[config.mk]
export PLATFORM = sky130hd
export DESIGN_NAME = e1cas_sig_detect
export DESIGN_NICKNAME = d
export VERILOG_FILES = /design/src/rtl/e1cas_pkg.sv /design/src/rtl/e1cas_rst_sync.sv /design/src/rtl/e1cas_capture.sv /design/src/rtl/e1cas_chan_filter.sv /design/src/rtl/e1cas_host.sv /design/src/rtl/e1cas_sig_detect.sv
export SDC_FILE = /design/constraint.sdc
export NUM_CORES = 1
export LEC_CHECK = 0
export BUFFER_PORTS_ARGS = -buffer_cell sky130_fd_sc_hd__buf_4
export CORE_UTILIZATION = 45
export CTS_CLUSTER_DIAMETER = 200
export DETAILED_ROUTE_END_ITERATION = 10
export REMOVE_ABC_BUFFERS = 1
export SETUP_SLACK_MARGIN = 0.1
export SYNTH_ARGS = -nofsm -noshare
export SYNTH_HDL_FRONTEND = slang
export SYNTH_SLANG_ARGS = --single-unit
[constraint.sdc]
create_clock -name clk -period 39.5 [get_ports clk]
set_input_delay 0 -clock clk [delete_from_list [all_inputs] [get_ports clk]]
set_output_delay 0 -clock clk [all_outputs]
set_load 0.1 [all_outputs]
[src/rtl/e1cas_pkg.sv]
package e1cas_pkg;
  localparam int NUM_CH      = 30;
  localparam int HALF_CH     = NUM_CH / 2;
  localparam int NIB_W       = 4;
  localparam int MF_FRAMES   = 16;
  localparam int FRAME_W     = $clog2(MF_FRAMES);
  localparam int BYTE_W      = 2 * NIB_W;
  localparam int INTEG_LEN   = 3;
  localparam int CNT_W       = $clog2(INTEG_LEN);
  localparam int ADDR_W      = 4;
  localparam int DATA_W      = 32;
  localparam int CH_PER_WORD = DATA_W / NIB_W;
  localparam int SIG_WORDS   = (NUM_CH + CH_PER_WORD - 1) / CH_PER_WORD;
  localparam int SIG_BITS    = NUM_CH * NIB_W;

  localparam logic [ADDR_W-1:0] A_CTRL = 4'd0;
  localparam logic [ADDR_W-1:0] A_MASK = 4'd1;
  localparam logic [ADDR_W-1:0] A_STAT = 4'd2;
  localparam logic [ADDR_W-1:0] A_SUM  = 4'd3;
  localparam int                A_SIG  = 8;

  localparam int CTRL_INTEG = 0;
  localparam int CTRL_IRQEN = 1;
endpackage

[src/rtl/e1cas_rst_sync.sv]
module e1cas_rst_sync (
  input  logic clk,
  input  logic rst_n,
  output logic rst_n_s
);
  logic [1:0] sync_q;

  always_ff @(posedge clk or negedge rst_n) begin
    if (!rst_n) sync_q <= 2'b00;
    else        sync_q <= {sync_q[0], 1'b1};
  end

  assign rst_n_s = sync_q[1];
endmodule

[src/rtl/e1cas_capture.sv]
module e1cas_capture
  import e1cas_pkg::*;
(
  input  logic                clk,
  input  logic                rst_n,
  input  logic                ts_valid,
  input  logic [FRAME_W-1:0]  ts_frame,
  input  logic [BYTE_W-1:0]   ts_byte,
  output logic                mf_stb,
  output logic                primed,
  output logic [SIG_BITS-1:0] mf_sig
);
  logic [SIG_BITS-1:0] shad_q, shad_d;
  logic                stb_q, stb_d;
  logic                primed_q, primed_d;
  logic                wr_en, commit;
  int                  base;

  assign wr_en  = ts_valid && (ts_frame != '0);
  assign commit = ts_valid && (ts_frame == FRAME_W'(MF_FRAMES - 1));

  always_comb begin
    shad_d = shad_q;
    base   = int'(ts_frame) - 1;
    if (wr_en) begin
      shad_d[base*NIB_W +: NIB_W]             = ts_byte[BYTE_W-1:NIB_W];
      shad_d[(base+HALF_CH)*NIB_W +: NIB_W]   = ts_byte[NIB_W-1:0];
    end
    stb_d    = commit;
    primed_d = primed_q | stb_q;
  end

  always_ff @(posedge clk or negedge rst_n) begin
    if (!rst_n) begin
      shad_q   <= '0;
      stb_q    <= 1'b0;
      primed_q <= 1'b0;
    end else begin
      stb_q    <= stb_d;
      primed_q <= primed_d;
      if (wr_en) shad_q <= shad_d;
    end
  end

  assign mf_stb = stb_q;
  assign primed = primed_q;
  assign mf_sig = shad_q;
endmodule

[src/rtl/e1cas_chan_filter.sv]
module e1cas_chan_filter
  import e1cas_pkg::*;
(
  input  logic             clk,
  input  logic             rst_n,
  input  logic             mf_stb,
  input  logic             primed,
  input  logic             integ_en,
  input  logic [NIB_W-1:0] sig_in,
  output logic [NIB_W-1:0] sig_cur,
  output logic             chg
);
  logic [NIB_W-1:0] cur_q, cur_d, cand_q, cand_d;
  logic [CNT_W-1:0] cnt_q, cnt_d;
  logic             chg_q, chg_d;

  always_comb begin
    cur_d  = cur_q;
    cand_d = cand_q;
    cnt_d  = cnt_q;
    chg_d  = 1'b0;
    if (mf_stb) begin
      if (!primed) begin
        cur_d  = sig_in;
        cand_d = sig_in;
        cnt_d  = '0;
      end else if (!integ_en) begin
        cand_d = sig_in;
        cnt_d  = '0;
        if (sig_in != cur_q) begin
          cur_d = sig_in;
          chg_d = 1'b1;
        end
      end else if (sig_in == cur_q) begin
        cand_d = sig_in;
        cnt_d  = '0;
      end else if (sig_in != cand_q) begin
        cand_d = sig_in;
        cnt_d  = CNT_W'(1);
      end else if (cnt_q == CNT_W'(INTEG_LEN - 1)) begin
        cur_d = sig_in;
        cnt_d = '0;
        chg_d = 1'b1;
      end else begin
        cnt_d = cnt_q + CNT_W'(1);
      end
    end
  end

  always_ff @(posedge clk or negedge rst_n) begin
    if (!rst_n) begin
      cur_q  <= '0;
      cand_q <= '0;
      cnt_q  <= '0;
      chg_q  <= 1'b0;
    end else begin
      chg_q <= chg_d;
      if (mf_stb) begin
        cur_q  <= cur_d;
        cand_q <= cand_d;
        cnt_q  <= cnt_d;
      end
    end
  end

  assign sig_cur = cur_q;
  assign chg     = chg_q;
endmodule

[src/rtl/e1cas_host.sv]
module e1cas_host
  import e1cas_pkg::*;
(
  input  logic                clk,
  input  logic                rst_n,
  input  logic                host_wr,
  input  logic [ADDR_W-1:0]   host_addr,
  input  logic [DATA_W-1:0]   host_wdata,
  input  logic [NUM_CH-1:0]   chg,
  input  logic [SIG_BITS-1:0] sig_cur,
  output logic [DATA_W-1:0]   host_rdata,
  output logic                integ_en,
  output logic [NUM_CH-1:0]   en_vec,
  output logic [NUM_CH-1:0]   stat_vec,
  output logic                sum_flag,
  output logic                int_n
);
  logic [1:0]        ctrl_q, ctrl_d;
  logic [NUM_CH-1:0] en_q, en_d, stat_q, stat_d, clr_stat;
  logic              sum_q, sum_d, clr_sum;
  logic              wr_ctrl, wr_mask, wr_stat, wr_sum;
  int                word, ch;

  assign wr_ctrl = host_wr && (host_addr == A_CTRL);
  assign wr_mask = host_wr && (host_addr == A_MASK);
  assign wr_stat = host_wr && (host_addr == A_STAT);
  assign wr_sum  = host_wr && (host_addr == A_SUM);

  always_comb begin
    ctrl_d   = wr_ctrl ? host_wdata[1:0] : ctrl_q;
    en_d     = wr_mask ? host_wdata[NUM_CH-1:0] : en_q;
    clr_stat = wr_stat ? host_wdata[NUM_CH-1:0] : '0;
    clr_sum  = wr_sum && host_wdata[0];
    stat_d   = (stat_q & ~clr_stat) | chg;
    sum_d    = (sum_q & ~clr_sum) | (|(chg & en_q));
  end

  always_ff @(posedge clk or negedge rst_n) begin
    if (!rst_n) begin
      ctrl_q <= '0;
      en_q   <= '0;
      stat_q <= '0;
      sum_q  <= 1'b0;
    end else begin
      stat_q <= stat_d;
      sum_q  <= sum_d;
      if (wr_ctrl) ctrl_q <= ctrl_d;
      if (wr_mask) en_q   <= en_d;
    end
  end

  always_comb begin
    host_rdata = '0;
    word       = int'(host_addr) - A_SIG;
    ch         = 0;
    case (host_addr)
      A_CTRL:  host_rdata[1:0]        = ctrl_q;
      A_MASK:  host_rdata[NUM_CH-1:0] = en_q;
      A_STAT:  host_rdata[NUM_CH-1:0] = stat_q;
      A_SUM:   host_rdata[0]          = sum_q;
      default: begin
        if (word >= 0 && word < SIG_WORDS) begin
          for (int j = 0; j < CH_PER_WORD; j++) begin
            ch = word * CH_PER_WORD + j;
            if (ch < NUM_CH)
              host_rdata[j*NIB_W +: NIB_W] = sig_cur[ch*NIB_W +: NIB_W];
          end
        end
      end
    endcase
  end

  assign integ_en = ctrl_q[CTRL_INTEG];
  assign en_vec   = en_q;
  assign stat_vec = stat_q;
  assign sum_flag = sum_q;
  assign int_n    = ~(sum_q & ctrl_q[CTRL_IRQEN]);
endmodule

[src/rtl/e1cas_sig_detect.sv]
module e1cas_sig_detect
  import e1cas_pkg::*;
(
  input  logic               clk,
  input  logic               rst_n,
  input  logic               ts_valid,
  input  logic [FRAME_W-1:0] ts_frame,
  input  logic [BYTE_W-1:0]  ts_byte,
  input  logic               host_wr,
  input  logic [ADDR_W-1:0]  host_addr,
  input  logic [DATA_W-1:0]  host_wdata,
  output logic [DATA_W-1:0]  host_rdata,
  output logic               int_n
);
  logic                rst_n_s;
  logic                mf_stb, primed, integ_en, sum_flag;
  logic [SIG_BITS-1:0] mf_sig, sig_cur;
  logic [NUM_CH-1:0]   chg, en_vec, stat_vec;

  e1cas_rst_sync u_rst (
    .clk     (clk),
    .rst_n   (rst_n),
    .rst_n_s (rst_n_s)
  );

  e1cas_capture u_cap (
    .clk      (clk),
    .rst_n    (rst_n_s),
    .ts_valid (ts_valid),
    .ts_frame (ts_frame),
    .ts_byte  (ts_byte),
    .mf_stb   (mf_stb),
    .primed   (primed),
    .mf_sig   (mf_sig)
  );

  for (genvar g = 0; g < NUM_CH; g++) begin : g_ch
    e1cas_chan_filter u_flt (
      .clk      (clk),
      .rst_n    (rst_n_s),
      .mf_stb   (mf_stb),
      .primed   (primed),
      .integ_en (integ_en),
      .sig_in   (mf_sig[g*NIB_W +: NIB_W]),
      .sig_cur  (sig_cur[g*NIB_W +: NIB_W]),
      .chg      (chg[g])
    );
  end

  e1cas_host u_host (
    .clk        (clk),
    .rst_n      (rst_n_s),
    .host_wr    (host_wr),
    .host_addr  (host_addr),
    .host_wdata (host_wdata),
    .chg        (chg),
    .sig_cur    (sig_cur),
    .host_rdata (host_rdata),
    .integ_en   (integ_en),
    .en_vec     (en_vec),
    .stat_vec   (stat_vec),
    .sum_flag   (sum_flag),
    .int_n      (int_n)
  );
endmodule

Word level (Yosys, flattened, before mapping). Cells that the tools add are included.

Reductions and logical operators: 73. Shifts and indexed selects: 12. $lt $le $gt $ge: 10. Bitwise logic cells: 10. Equal/unequal tests: 274. $add $sub $neg: 42. Muxes and demuxes: 676.

Operator list (number): 4-bit 2-to-1 mux (308); 120-bit by 32-bit variable part select with 4-bit output (8); 2-bit 2-to-1 mux (151); 3-bit != test, second input constant (90); 32-bit by 6-bit less-than comparator with 1-bit output, second input constant (8); 120-bit bitwise mux (2); 4-bit != test (60); 4-bit by 33-bit variable shift with 120-bit output, first input constant (2); 4-bit by 33-bit variable part select with 120-bit output (2); 1-bit 2-to-1 mux (210); 5-bit AND reduction (30); 32-bit by 4-bit adder with 32-bit output, second input constant (4); 4-bit == test (30); 4-bit != test, second input constant (30); 3-bit by 1-bit != test with 1-bit output, second input constant (30); 28-bit one-hot mux with 3 select lines (1); 32-bit negator with 33-bit output (2); 32-bit by 3-bit adder with 32-bit output, second input constant (2); 2-bit by 1-bit adder with 2-bit output, second input constant (30); 30-bit AND (2); 2-bit == test, second input constant (30); 2-bit AND reduction (30); 32-bit by 2-bit adder with 32-bit output, second input constant (1); 32-bit by 1-bit greater-or-equal comparator with 1-bit output, second input constant (1); 21 further kinds (33).

Input bits: 52. Flip-flop bits (word level): 517.

Longest topological paths before layout.
Depth in word-level cells: 7. Depth in mapped cells: 21.

By module. From an unflattened synthesis, not the netlist that was laid out.

Cells, all modules: 2472. Area total of the unflattened synthesis: 27591.5 sq um.

By module, submodules not included: e1cas_chan_filter (g_ch[0].u_flt ...) (instances 29, cells an instance 45, seq. area each 275.3 sq um, area each 548.0 sq um); e1cas_capture (instances 1, cells an instance 791, seq. area each 3052.9 sq um, area each 7303.3 sq um); e1cas_host (instances 1, cells an instance 329, seq. area each 1576.5 sq um, area each 3793.6 sq um); e1cas_chan_filter (g_ch[13].u_flt) (instances 1, cells an instance 44, seq. area each 275.3 sq um, area each 548.0 sq um); e1cas_rst_sync (instances 1, cells an instance 3, seq. area each 50.0 sq um, area each 53.8 sq um).

Worst setup path before layout. OpenSTA, ideal clock, no wires.

Path type: input port to flip-flop. Start point: input port ts_frame[0]. End point: register u_cap.shad_q[16] (netlist: u_cap.mf_sig[16]). Buffers on the path: 3. Required time: 39375 ps. Data arrival time: 3822 ps. Cell stages on the path: 18. Setup slack: 35553 ps. Path through: buf_2 > inv_1 > ha_1 > buf_6 > or3_1 > o21ai_0 > and2_1 > ha_1 > and2_1 > buf_2 > nand3_1 > nor4_4 > xnor2_1 > or4_4 > o31ai_4 > o2111ai_4 > o31ai_4 > mux2_2.

Cells in the longest elaborated chain, start to end: 5.

RTL lines: start, declared (RTL line e1cas_sig_detect.sv:7) `input logic [FRAME_W-1:0] ts_frame,`; 4-bit by 1-bit subtractor with 5-bit output (RTL line e1cas_capture.sv:24) `base = int'(ts_frame) - 1;`; 30-bit by 5-bit adder with 30-bit output / 32-bit negator with 33-bit output (equally long branches) (RTL line e1cas_capture.sv:27, e1cas_capture.sv:26); 32-bit negator with 33-bit output (tied with other cells) (RTL line e1cas_capture.sv:27) `shad_d[(base+HALF_CH)*NIB_W +: NIB_W] = ts_byte[NIB_W-1:0];`; 4-bit by 33-bit variable part select with 120-bit output (tied with other cells) (RTL line e1cas_capture.sv:27); 120-bit bitwise mux (RTL line e1cas_capture.sv:27); end signal, assigned (RTL line e1cas_capture.sv:35) `shad_q <= '0;`; end signal, assigned (RTL line e1cas_capture.sv:41) `if (wr_en) shad_q <= shad_d;`; end, declared (RTL line e1cas_capture.sv:13) `logic [SIG_BITS-1:0] shad_q, shad_d;`.

Several ways; a longest one is shown, not always the timed one. A chain may end at the register's enable or synchronous reset.

Worst setup path after layout.
Start point: input port ts_frame[0]. End point: register u_cap.shad_q[3] (netlist: u_cap.mf_sig[3]).

The elaborated chain is that of the path after synthesis.

==> metrics.csv <==
metric;value;unit
Setup Slack @ Placement;33.79;ns
port buffer count;82;
Starting DRT DRC Count;2187;
Synth-to-Final Area Change;13.36;%
Max-Slew Margin vs Limit;0.05690;
most used flip-flop cell after synthesis;sky130_fd_sc_hd__dfrtp_1;
count of warnings emitted by yosys;0;
area of the die;62030;um^2
routability congestion estimate;0.9257;
CTS Root Buffer Type;sky130_fd_sc_hd__clkbuf_16;
internal reg-to-reg setup slack;36.39;ns
area of combinational cells with multiple inputs;13670;um^2
routed wirelength normalized by instance count;23.22;um
Worst Hold Launch;host_addr[3];
post-detailed-placement half-perimeter wirelength;58.93;mm
start-to-end type of the worst setup path;in2reg;
final critical delay including setup and external delays;5.854;ns
number of cells produced by synthesis;2666;
Highest Clock Rate;170.8;MHz
Die Width;249.1;um
number of clock buffers inserted by TritonCTS;56;
pin count of the biggest net entering global routing;211;
area of the placeable core;60360;um^2
number of detailed-route iterations in the first pass;9;
crit path cell chain;buf_4 -> inv_1 -> ha_1 -> xnor3_1 -> nand2_2 -> nor3_1 -> a21oi_1 -> or4_4 -> o31ai_4 -> and3_1 -> a21oi_1 -> a211o_1 -> dlygate4sd3_1;
via count;21529;
vertical die dimension;249.1;um
number of rows in the core area;90;
critical path arrival;6.34;ns
syn avg cell area;10.30;um^2
number of global-route vias before repair;21463;
sequential cell area in the final layout;12940;um^2
number of antenna diodes;0;
actual slew at the worst max-slew pin;1.415;ns
biggest cell delay along the critical path;1.23;ns
Hold EP;u_host.sum_flag;
critical-path maximum fanout;38;
register clock-pin slew on the reported worst setup and hold paths;0.06;ns
total power of the final layout;1.928;mW
FF+latch count, synth;517;
reg-to-reg endpoint;g_ch[24].u_flt.sig_cur[3];
total routed wirelength;83.27;mm
remaining global-route overflow;0;
number of maximum-capacitance constraint violations;0;
Period Utilization, post-route;0.1482;
number of antenna violations at the first check in global routing;0;
cell with the most instances on the worst path;sky130_fd_sc_hd__a21oi_1;
Hold Path Depth;7;
kind of start point of the critical path;input port;
TritonCTS clock tree;yes;
sequential-to-total area share from yosys stat;0.4710;
number of flops mapped to enable cells by yosys;0;
synthesized area;27470;um^2
wire length of the first global-routing pass;128.6;mm
worst-case setup margin in the final layout;33.65;ns
leak pwr;13.99;nW
number of buffers added for setup after CTS;0;
number of clock sinks seen by CTS;517;
non-filler cells in the finished layout;3586;
number of buffers on the longest clock path;3;
CTS resizes;0;
total of endpoints with negative setup slack in the final report;0;
result of the run;finished clean;
total routing resource utilization after global routing;0.2678;
worst vdd rail ir drop;0.03772;mV
RSZ-0062 raised after global routing;no;
worst endpoint required time;39.99;ns
power per unit of standard cell area;61.93;nW/um^2
placed cell count;3433;
DRC viols;0;
Layout fillers;5385;
Total Nets Final;2829;
CTS hold repair buffers;51;
final count of hold timing violations;0;
initial standard-cell utilization of the core;0.4551;
max-slew violation count;0;
crit path launch;ts_frame[0];
# IOs;85;
post-route setup TNS;0;ns
post-DR vias/cell;6.004;
CP Capture Type;flip-flop;
Critical R2R Launch;u_rst.sync_q[1];
number of distinct library cells after synthesis;87;
CTS H-Tree Depth;2;
share of layout cells above drive strength 1;0.1851;
maximum clock skew at final layout;0.03112;ns
number of cells on the worst reg-to-reg path;2;
library cell contributing the largest single delay on the critical path;sky130_fd_sc_hd__and3_1;
worst hold path class;in2reg;
Fin Hold WS;0.03009;ns
final antenna-violating net count;0;
clk_lat worst skew;0.63;ns
proportion of register bits with asynchronous set or reset after synthesis;1.000;
[cell type report]
cell class / count / share of cell area
Multi-Input combinational cell: 1933 / 0.4389
Sequential cell: 517 / 0.4157
Clock buffer: 85 / 0.05433
Timing Repair Buffer: 157 / 0.04276
Tap cell: 782 / 0.03142
Inverter: 95 / 0.01145
Clock inverter: 17 / 0.005385
[state kept, by name, indices dropped and copies added, names as in the netlist]
signal	flops
g_ch.u_flt.cand_q	120
g_ch.u_flt.chg	30
g_ch.u_flt.cnt_q	60
g_ch.u_flt.sig_cur	120
u_cap.mf_sig	120
u_cap.mf_stb	1
u_cap.primed	1
u_host.ctrl_q	2
u_host.en_vec	30
u_host.stat_vec	30
u_host.sum_flag	1
u_rst.sync_q	2
[report_power, final]
group / internal, mW / total (mW) / switching [mW] / leakage [nW]
Clock: 0.308 / 0.528 / 0.221 / 0.927
Combinational: 0.255 / 0.554 / 0.299 / 6.37
Sequential: 0.678 / 0.846 / 0.168 / 6.69
[synthesized netlist by cell type, drive strengths merged, types with 6 or more instances]
master	instances	area [um^2]
a21oi	76	387.9
o21ai	164	832.1
and2	18	112.6
or3	7	43.79
a22o	8	70.07
nor4b	6	71.32
a21o	37	277.8
nand2b	42	262.8
nor3	30	161.4
ha	17	212.7
a22oi	31	237.7
a2bb2oi	8	70.07
a311oi	9	78.83
nor2b	11	68.82
a31oi	30	187.7
nand3	83	420.4
xor2	96	840.8
nand2	264	996.0
and3	17	106.4
o22ai	50	319.1
nor4	31	209.0
buf	29	173.9
o2111ai	6	70.07
mux2	263	2962
nand4	56	350.3
clkbuf	92	346.6
a222oi	22	220.2
nor2	234	880.9
mux2i	25	250.2
xnor2	155	1358
o41ai	23	209.0
o31ai	20	191.4
dfrtp	517	12940
inv	95	356.6
mux4	24	540.5
and4	6	52.55
[worst max path at each step]
stage / endpoint / cells past startpoint
finish: u_cap.mf_sig[3] / 13
global route: u_cap.mf_sig[3] / 17
CTS: u_cap.mf_sig[3] / 13
detailed placement: u_cap.mf_sig[77] / 12
global placement: u_cap.mf_sig[78] / 16
floorplan: g_ch[0].u_flt.cand_q[0] / 0
[critical path: cells and delay by family]
family	cells	cell delay, ns
buffers and inverters	3	0.90
XOR/XNOR	1	1.05
AO/OA/AOI/OAI	4	1.27
AND/OR/NAND/NOR	4	2.56
adder cells (fa/ha/maj)	1	0.51
[cell families after synthesis]
kind of cell	count (synthesis)	synth area share
AO/OA/AOI/OAI	521	0.1278
XOR/XNOR	253	0.08172
adder cells (fa/ha/maj)	17	0.007744
buffers and inverters	216	0.03193
flip-flops	517	0.4710
multiplexers	312	0.1366
other	1	0.0001365
AND/OR/NAND/NOR	829	0.1431
[metrics by stage]
stage | area, um^2 | utilization
after floorplan | 26950 | -
after global placement | 28770 | 0.4766
after detailed placement | 28770 | 0.4766
after CTS | 31140 | 0.5159
after global routing | 31140 | 0.5159
final | 31140 | 0.5159
[layer usage]
layer  up-vias  global-route usage  routed length, um
li1       9745                   -                  -
met1     10846              0.3722              36680
met2       774              0.4266              38330
met3       164             0.04305               5543
met4         0             0.09101               2710
met5         -                   0                  0
[cells in the final DEF (no fill, tap or decap), types with 9 or more instances in the layout]
master / n
sky130_fd_sc_hd__dfrtp_1: 515
sky130_fd_sc_hd__mux2_2: 263
sky130_fd_sc_hd__nand2_1: 261
sky130_fd_sc_hd__nor2_1: 232
sky130_fd_sc_hd__o21ai_0: 162
sky130_fd_sc_hd__xnor2_1: 155
sky130_fd_sc_hd__buf_4: 104
sky130_fd_sc_hd__xor2_1: 96
sky130_fd_sc_hd__inv_1: 95
sky130_fd_sc_hd__nand3_1: 82
sky130_fd_sc_hd__a21oi_1: 74
sky130_fd_sc_hd__clkbuf_16: 57
sky130_fd_sc_hd__nand4_1: 56
sky130_fd_sc_hd__dlygate4sd3_1: 51
sky130_fd_sc_hd__o22ai_1: 49
sky130_fd_sc_hd__nand2b_1: 42
sky130_fd_sc_hd__a21o_1: 37
sky130_fd_sc_hd__a22oi_1: 30
sky130_fd_sc_hd__nor4_1: 30
sky130_fd_sc_hd__a31oi_1: 30
sky130_fd_sc_hd__nor3_1: 28
sky130_fd_sc_hd__mux2i_1: 25
sky130_fd_sc_hd__mux4_2: 24
sky130_fd_sc_hd__a222oi_1: 22
sky130_fd_sc_hd__o41ai_1: 22
sky130_fd_sc_hd__and3_1: 17
sky130_fd_sc_hd__o31ai_1: 17
sky130_fd_sc_hd__ha_1: 17
sky130_fd_sc_hd__clkbuf_8: 16
sky130_fd_sc_hd__and2_1: 15
sky130_fd_sc_hd__clkbuf_1: 12
sky130_fd_sc_hd__clkinv_2: 12
sky130_fd_sc_hd__nor2b_1: 10
sky130_fd_sc_hd__a311oi_1: 9
No activity file was read; power rests on OpenSTA's default activity.
